--- src/rtl/ahb_ic_pkg.sv ---
package ahb_ic_pkg;

    typedef enum logic [1:0] {
        TR_IDLE   = 2'b00,
        TR_BUSY   = 2'b01,
        TR_NONSEQ = 2'b10,
        TR_SEQ    = 2'b11
    } trans_e;

    typedef enum logic [1:0] {
        RS_OKAY  = 2'b00,
        RS_ERROR = 2'b01,
        RS_RETRY = 2'b10,
        RS_SPLIT = 2'b11
    } resp_e;

    // data-phase bookkeeping carried from the address phase
    typedef struct packed {
        logic act;   // transfer to a mapped slave
        logic bad;   // transfer to an unmapped index
    } dphase_t;

    function automatic int idx_bits(input int n);
        return (n > 1) ? $clog2(n) : 1;
    endfunction

    function automatic logic is_xfer(input logic [1:0] t);
        return t[1];
    endfunction

endpackage

--- src/rtl/ahb_arbiter.sv ---
module ahb_arbiter import ahb_ic_pkg::*; #(
    parameter int N_MST = 3,
    parameter int N_SLV = 3,
    parameter int MW    = idx_bits(N_MST)
) (
    input  logic                     clk,
    input  logic                     rst,
    input  logic                     bus_ready,
    input  logic [N_MST-1:0]         req,
    input  logic                     split_seen,
    input  logic [N_SLV*N_MST-1:0]   resume,
    output logic [MW-1:0]            owner,
    output logic [MW-1:0]            downer
);

    logic [N_MST-1:0] mask_q, mask_nxt, elig, resumed;
    logic [MW-1:0]    owner_q, downer_q, winner;

    always_comb begin
        for (int i = 0; i < N_MST; i++) begin
            resumed[i] = 1'b0;
            for (int s = 0; s < N_SLV; s++)
                resumed[i] = resumed[i] | resume[s*N_MST + i];
        end
    end

    assign elig = req & ~mask_q;

    always_comb begin
        winner = '0;
        for (int i = N_MST-1; i >= 0; i--)
            if (elig[i]) winner = MW'(i);
    end

    always_comb begin
        for (int i = 0; i < N_MST; i++) begin
            if (split_seen && downer_q == MW'(i))
                mask_nxt[i] = 1'b1;
            else if (resumed[i])
                mask_nxt[i] = 1'b0;
            else
                mask_nxt[i] = mask_q[i];
        end
    end

    always_ff @(posedge clk) begin
        if (rst) begin
            owner_q  <= '0;
            downer_q <= '0;
            mask_q   <= '0;
        end else begin
            mask_q <= mask_nxt;
            if (bus_ready) begin
                owner_q  <= winner;
                downer_q <= owner_q;
            end
        end
    end

    assign owner  = owner_q;
    assign downer = downer_q;

    // checker state: eligibility seen at the previous edge
    logic [N_MST-1:0] elig_q;
    always_ff @(posedge clk) begin
        if (rst) elig_q <= '0;
        else     elig_q <= elig;
    end

    p_grant_hold_r4: assert property (@(posedge clk) disable iff (rst)
        !bus_ready |=> owner_q == $past(owner_q));

    p_lowest_wins_r4: assert property (@(posedge clk) disable iff (rst)
        bus_ready && (|elig) |=>
            elig_q[owner_q] && ((elig_q & ((N_MST'(1) << owner_q) - N_MST'(1))) == '0));

    p_park_zero_r5: assert property (@(posedge clk) disable iff (rst)
        bus_ready && !(|elig) |=> owner_q == '0);

    p_split_masks_r10: assert property (@(posedge clk) disable iff (rst)
        split_seen |=> mask_q[$past(downer_q)]);

endmodule

--- src/rtl/ahb_decoder.sv ---
module ahb_decoder import ahb_ic_pkg::*; #(
    parameter int N_SLV = 3,
    parameter int AW    = 16,
    parameter int SB    = idx_bits(N_SLV)
) (
    input  logic             clk,
    input  logic             rst,
    input  logic [AW-1:0]    addr,
    output logic [SB-1:0]    idx,
    output logic             hit,
    output logic [N_SLV-1:0] sel
);

    assign idx = addr[AW-1 -: SB];
    assign hit = ({1'b0, idx} < (SB+1)'(N_SLV));

    for (genvar k = 0; k < N_SLV; k++) begin : g_sel
        assign sel[k] = hit && (idx == SB'(k));
    end

    p_sel_onehot_r2: assert property (@(posedge clk) disable iff (rst)
        $onehot0(sel));

endmodule

--- src/rtl/ahb_m2s_mux.sv ---
module ahb_m2s_mux #(
    parameter int N_MST = 3,
    parameter int AW    = 16,
    parameter int DW    = 32,
    parameter int MW    = 2
) (
    input  logic [N_MST*AW-1:0] m_addr,
    input  logic [2*N_MST-1:0]  m_trans,
    input  logic [N_MST-1:0]    m_write,
    input  logic [N_MST*DW-1:0] m_wdata,
    input  logic [MW-1:0]       owner,
    input  logic [MW-1:0]       downer,
    output logic [AW-1:0]       addr,
    output logic [1:0]          trans,
    output logic                write,
    output logic [DW-1:0]       wdata
);

    // address/control follow the address-phase owner,
    // write data follows the delayed (data-phase) owner
    assign addr  = m_addr[owner*AW +: AW];
    assign trans = m_trans[owner*2 +: 2];
    assign write = m_write[owner];
    assign wdata = m_wdata[downer*DW +: DW];

endmodule

--- src/rtl/ahb_s2m_mux.sv ---
module ahb_s2m_mux import ahb_ic_pkg::*; #(
    parameter int N_SLV = 3,
    parameter int DW    = 32,
    parameter int SB    = idx_bits(N_SLV)
) (
    input  logic               clk,
    input  logic               rst,
    input  logic [SB-1:0]      a_idx,
    input  logic               a_hit,
    input  logic               a_active,
    input  logic [N_SLV*DW-1:0] s_rdata,
    input  logic [N_SLV-1:0]   s_ready,
    input  logic [2*N_SLV-1:0] s_resp,
    output logic [DW-1:0]      rdata,
    output logic               ready,
    output logic [1:0]         resp,
    output logic               split_seen
);

    dphase_t       dp_q;
    logic [SB-1:0] dslv_q;

    always_comb begin
        if (dp_q.act) begin
            rdata = s_rdata[dslv_q*DW +: DW];
            ready = s_ready[dslv_q];
            resp  = s_resp[dslv_q*2 +: 2];
        end else if (dp_q.bad) begin
            rdata = '0;
            ready = 1'b1;
            resp  = RS_ERROR;
        end else begin
            rdata = '0;
            ready = 1'b1;
            resp  = RS_OKAY;
        end
    end

    assign split_seen = dp_q.act && (resp == RS_SPLIT);

    always_ff @(posedge clk) begin
        if (rst) begin
            dp_q   <= '0;
            dslv_q <= '0;
        end else if (ready) begin
            dp_q.act <= a_active && a_hit;
            dp_q.bad <= a_active && !a_hit;
            dslv_q   <= a_idx;
        end
    end

    p_idle_okay_r8: assert property (@(posedge clk) disable iff (rst)
        ready && !a_active |=> ready && resp == RS_OKAY && rdata == '0);

    p_unmapped_err_r9: assert property (@(posedge clk) disable iff (rst)
        ready && a_active && !a_hit |=> ready && resp == RS_ERROR && rdata == '0);

endmodule

--- src/rtl/ahb_shared_bus.sv ---
module ahb_shared_bus import ahb_ic_pkg::*; #(
    parameter int N_MST = 3,
    parameter int N_SLV = 3,
    parameter int AW    = 16,
    parameter int DW    = 32
) (
    input  logic                           clk,
    input  logic                           rst,
    input  logic [N_MST-1:0]               m_req,
    input  logic [N_MST*AW-1:0]            m_addr,
    input  logic [2*N_MST-1:0]             m_trans,
    input  logic [N_MST-1:0]               m_write,
    input  logic [N_MST*DW-1:0]            m_wdata,
    output logic [N_MST-1:0]               m_grant,
    output logic [DW-1:0]                  m_rdata,
    output logic                           bus_ready,
    output logic [1:0]                     m_resp,
    output logic [N_SLV-1:0]               s_sel,
    output logic [AW-1:0]                  s_addr,
    output logic [1:0]                     s_trans,
    output logic                           s_write,
    output logic [DW-1:0]                  s_wdata,
    output logic [idx_bits(N_MST)-1:0]     s_master,
    input  logic [N_SLV*DW-1:0]            s_rdata,
    input  logic [N_SLV-1:0]               s_ready,
    input  logic [2*N_SLV-1:0]             s_resp,
    input  logic [N_SLV*N_MST-1:0]         s_resume
);

    localparam int MW = idx_bits(N_MST);
    localparam int SB = idx_bits(N_SLV);

    logic [MW-1:0]    owner, downer;
    logic             rdy, split_seen, hit;
    logic [SB-1:0]    idx;
    logic [N_SLV-1:0] sel;
    logic [AW-1:0]    addr_i;
    logic [1:0]       trans_i, resp_i;
    logic             write_i;
    logic [DW-1:0]    wdata_i, rdata_i;

    ahb_arbiter #(.N_MST(N_MST), .N_SLV(N_SLV), .MW(MW)) u_arb (
        .clk(clk), .rst(rst), .bus_ready(rdy), .req(m_req),
        .split_seen(split_seen), .resume(s_resume),
        .owner(owner), .downer(downer)
    );

    ahb_m2s_mux #(.N_MST(N_MST), .AW(AW), .DW(DW), .MW(MW)) u_fwd (
        .m_addr(m_addr), .m_trans(m_trans), .m_write(m_write), .m_wdata(m_wdata),
        .owner(owner), .downer(downer),
        .addr(addr_i), .trans(trans_i), .write(write_i), .wdata(wdata_i)
    );

    ahb_decoder #(.N_SLV(N_SLV), .AW(AW), .SB(SB)) u_dec (
        .clk(clk), .rst(rst), .addr(addr_i), .idx(idx), .hit(hit), .sel(sel)
    );

    ahb_s2m_mux #(.N_SLV(N_SLV), .DW(DW), .SB(SB)) u_ret (
        .clk(clk), .rst(rst), .a_idx(idx), .a_hit(hit),
        .a_active(is_xfer(trans_i)),
        .s_rdata(s_rdata), .s_ready(s_ready), .s_resp(s_resp),
        .rdata(rdata_i), .ready(rdy), .resp(resp_i), .split_seen(split_seen)
    );

    // every output forced low while reset is held
    assign m_grant   = rst ? '0 : (N_MST'(1) << owner);
    assign m_rdata   = rst ? '0 : rdata_i;
    assign bus_ready = rst ? 1'b0 : rdy;
    assign m_resp    = rst ? '0 : resp_i;
    assign s_sel     = rst ? '0 : sel;
    assign s_addr    = rst ? '0 : addr_i;
    assign s_trans   = rst ? '0 : trans_i;
    assign s_write   = rst ? 1'b0 : write_i;
    assign s_wdata   = rst ? '0 : wdata_i;
    assign s_master  = rst ? '0 : owner;

    always_ff @(posedge clk) begin
        if (rst) begin
            p_reset_quiet_r1: assert (m_grant == '0 && m_rdata == '0 && !bus_ready &&
                                      m_resp == '0 && s_sel == '0 && s_addr == '0 &&
                                      s_trans == '0 && !s_write && s_wdata == '0 &&
                                      s_master == '0);
        end
    end

    p_grant_onehot_r4: assert property (@(posedge clk) disable iff (rst)
        $onehot(m_grant));

endmodule

--- config.mk ---
export PLATFORM = sky130hd
export DESIGN_NAME = ahb_shared_bus
export DESIGN_NICKNAME = d
export VERILOG_FILES = /design/src/rtl/ahb_ic_pkg.sv /design/src/rtl/ahb_arbiter.sv /design/src/rtl/ahb_decoder.sv /design/src/rtl/ahb_m2s_mux.sv /design/src/rtl/ahb_s2m_mux.sv /design/src/rtl/ahb_shared_bus.sv
export SDC_FILE = /design/constraint.sdc
export NUM_CORES = 1
export LEC_CHECK = 0
export BUFFER_PORTS_ARGS = -buffer_cell sky130_fd_sc_hd__buf_2
export CORE_AREA = 2 2 144 146
export DETAILED_ROUTE_END_ITERATION = 8
export DIE_AREA = 0 0 146 148
export PLACE_DENSITY = 0.4
export SYNTH_ARGS = -nofsm -noshare
export SYNTH_HDL_FRONTEND = slang
export SYNTH_SLANG_ARGS = --single-unit
--- constraint.sdc ---
create_clock -name clk -period 2.39 [get_ports clk]
set_input_delay 0.478 -clock clk [delete_from_list [all_inputs] [get_ports clk]]
set_output_delay 0.478 -clock clk [all_outputs]
set_load 0.1 [all_outputs]
==> impl_metrics.tcl <==
set metrics [dict create \
    status "finished clean" \
    whs_ns 0.4855 \
    cts_buffers 3 \
    place_congestion 0.7969 \
    ys_seq_area_share_pct 8.156 \
    drc 0 \
    cts_root_buf "clkbuf_16" \
    seq_area_um2 225.2 \
    clock_power_share_pct 11.3 \
    ys_seq_elements 11 \
    ir_worst_vdd_mv 0.1691 \
    core_mm2 0.02004 \
    yosysUniqueCellTypes 33 \
    max_freq_ghz 0.4541 \
    die_area_mm2 0.02161 \
    async_flop_share_pct 0 \
    cap_viol_max_count 0 \
    timing.rr.start "u_ret.dslv_q[0]$_SDFFE_PP0P_" \
    portBuffers 365 \
    dp_hpwl_mm 13.91 \
    final_util_pct 33.44 \
    synth.avg_cell_area_um2 6.054 \
    routed_via_density 4.111 \
    syn_nets 718 \
    ff2ff_setup_slack_ns 0.55 \
    cp_slowest_cell "dfxtp_2" \
    grt_pass1_vias 4443 \
    worst_pin_slew_ns 0.6161 \
    ys_top_cells_by_area "mux2i_1 (32%), nor2_1 (23%), a21oi_1 (16%), dfxtp_1 (8.2%), buf_2 (3.2%)" \
    cp.required_ns 1.91 \
    grt_usage_pct 14.07 \
    slew_viol_final 0 \
    yosys_warnings 0 \
    synthCells 446 \
    initial_core_util_pct 13.47 \
    layout-drive-gt1-share_pct 60.12 \
    rsz0062_at_grt "false" \
    p_seq_share_pct 7.8 \
    synth_top_area_cell "mux2i_1" \
    endpoint_kind "primary output" \
    hp-class "reg -> reg" \
    skew_ns 0.001683 \
    max-slew-margin-rel_pct 58.75 \
    dr.pass1.iters 4 \
    p_switching_mw 1.452 \
    p_int_mw 1.243 \
    worst_path_largest_cell_delay_ns 0.55 \
    vias 4423 \
    synthFlopType "dfxtp_1" \
    period_minus_slack_ns 2.202 \
    startpoint "u_arb.downer[1]$_SDFFE_PP0P_" \
    cts_sinks 11 \
    multi_input_area_mm2 0.002532 \
    overflow 0 \
    die_h_um 148 \
    first_iter_violations 110 \
    place_worst_setup_slack_ns 0.3464 \
    p_leak_nw 3.017 \
    cts_hold_buf 0 \
    wirelength_mm 16.25 \
    power_density_mw_per_mm2 402.3 \
    grt_max_degree 38 \
    clk_latency_ns 0.24 \
    pin_count 366 \
    pwr-share-comb_pct 80.8 \
    timing.hold.worst.start "u_arb.mask_q[2]$_SDFFE_PP0P_" \
    worstPathCellList "buf_4, mux2i_1, nor2_1, a21oi_1, nor2_2, buf_12" \
    num_rows 52 \
    cp_max_fo 12 \
    wl_per_cell_um 15.10 \
    criticalPathCategory "reg -> out" \
    path_clk_slew_ns 0.04 \
    setup_ws_ns 0.1879 \
    cts_tree "built" \
    ant_nets 0 \
    worst_ep_arrival_time_ns 1.72 \
    grt_pass1_wl_mm 24.17 \
    grt_antenna_before_repair 6 \
    critPathLaunchType "flop" \
    swShare_pct 53.88 \
    period_share_pct 92.14 \
    synthesis.area_mm2 0.002700 \
    area_delta_synth_final_pct 148.1 \
    synth_top_area_share_pct 31.88 \
    fill_cells 2154 \
    die_x_um 146 \
    setup_viol 0 \
    clockBufferDepth 2 \
    hold_violations 0 \
    fin_nets 1073 \
    synth_edf_count 0 \
    h-tree-depth 1 \
]
==> critical path: cells and delay by family, from the launching register on <==
family,cells,cell delay (ns)
AO/OA/AOI/OAI,1,0.20
buffers and inverters,2,0.40
flip-flops,1,0.55
multiplexers,1,0.20
AND/OR/NAND/NOR,2,0.13
==> cells in the final DEF (no fill, tap or decap), types with 2 or more instances in the layout <==
master and count:
buf_2 272, nor2_1 105, buf_12 98, mux2i_1 86, a21oi_1 84, nor2_2 62
buf_4 23, nand2_1 7, dfxtp_1 7, diode_2 6, nor2b_4 4, inv_1 4
nor2b_1 4, dfxtp_2 4, nand2b_1 3, clkbuf_16 3, nor3_4 2, nor2b_2 2
a211oi_4 2, o21ai_0 2, o22ai_1 2, nor4_1 2
==> cell usage after synthesis, types with 3 or more instances <==
master / count
dfxtp_1: 11
a211oi_1: 3
nor2_1: 168
nand2_1: 7
buf_2: 17
inv_1: 4
nand2b_1: 4
buf_1: 6
mux2i_1: 86
a21oi_1: 84
nor3_1: 3
nor2b_1: 10
clkbuf_1: 18
==> cells by family after synthesis <==
logic type | Yosys count | share of synthesized area, %
flops | 11 | 8.156
compound gates | 101 | 20.90
mux | 87 | 32.30
buf+inv | 47 | 7.877
simple gates | 200 | 30.77
==> per-stage QoR <==
stage	instance area (um2)	total power, mW	instances	TNS, ns
4_1_cts	6684	2.732	1070	0
3_3_place_gp	6605	2.418	1066	0
3_5_place_dp	6605	2.416	1066	0
2_1_floorplan	2958	1.534	446	-8.667
6_report	6700	2.696	1076	0
5_1_grt	6693	2.839	1073	0
==> cell type report <==
type / instances / share of cell area, %
Multi-Input combinational cell: 388 / 37.80
Inverter: 4 / 0.2241
Antenna cell: 6 / 0.2241
Tap cell: 270 / 5.042
Sequential cell: 11 / 3.361
Clock buffer: 4 / 1.176
Timing Repair Buffer: 393 / 52.18
==> flip-flops by register name, summed over array words and instances, names as in the netlist <==
register	count
u_arb.mask_q	3
u_arb.downer	2
u_arb.owner	2
u_ret.dp_q	2
u_ret.dslv_q	2
==> per-layer routing <==
metal	global-route usage [%]	vias up	part of all wire (%)
met2	26.82	230	52
met3	4.475	14	9.7
met5	0	-	0.098
met1	15.07	1943	37
li1	-	2234	-
met4	3.301	2	1.6
==> what timing repair did <==
item	CTS	global route
buffers inserted	0	0
setup endpoints to repair	0	1
gates resized for setup	0	1
endpoints found under the hold margin	0	0
==> worst paths after layout <==
check / endpoint / cells past startpoint
setup / recovery: s_wdata[31] / 6
hold / removal: u_arb.mask_q[2]$_SDFFE_PP0P_ / 1
setup reg to reg: u_arb.owner[0]$_SDFFE_PP0P_ / 6
hold reg to reg: u_arb.mask_q[2]$_SDFFE_PP0P_ / 1
==> power groups by stage <==
stage | clock network (mW) | registers [mW] | logic, mW
5_1_grt | 0.324 | 0.214 | 2.30
2_1_floorplan | 0 | 0.206 | 1.33
6_report | 0.305 | 0.211 | 2.18
3_5_place_dp | 0 | 0.215 | 2.20
4_1_cts | 0.315 | 0.212 | 2.21
3_3_place_gp | 0 | 0.215 | 2.20
Note: power is estimated with default switching activity, not from simulation.
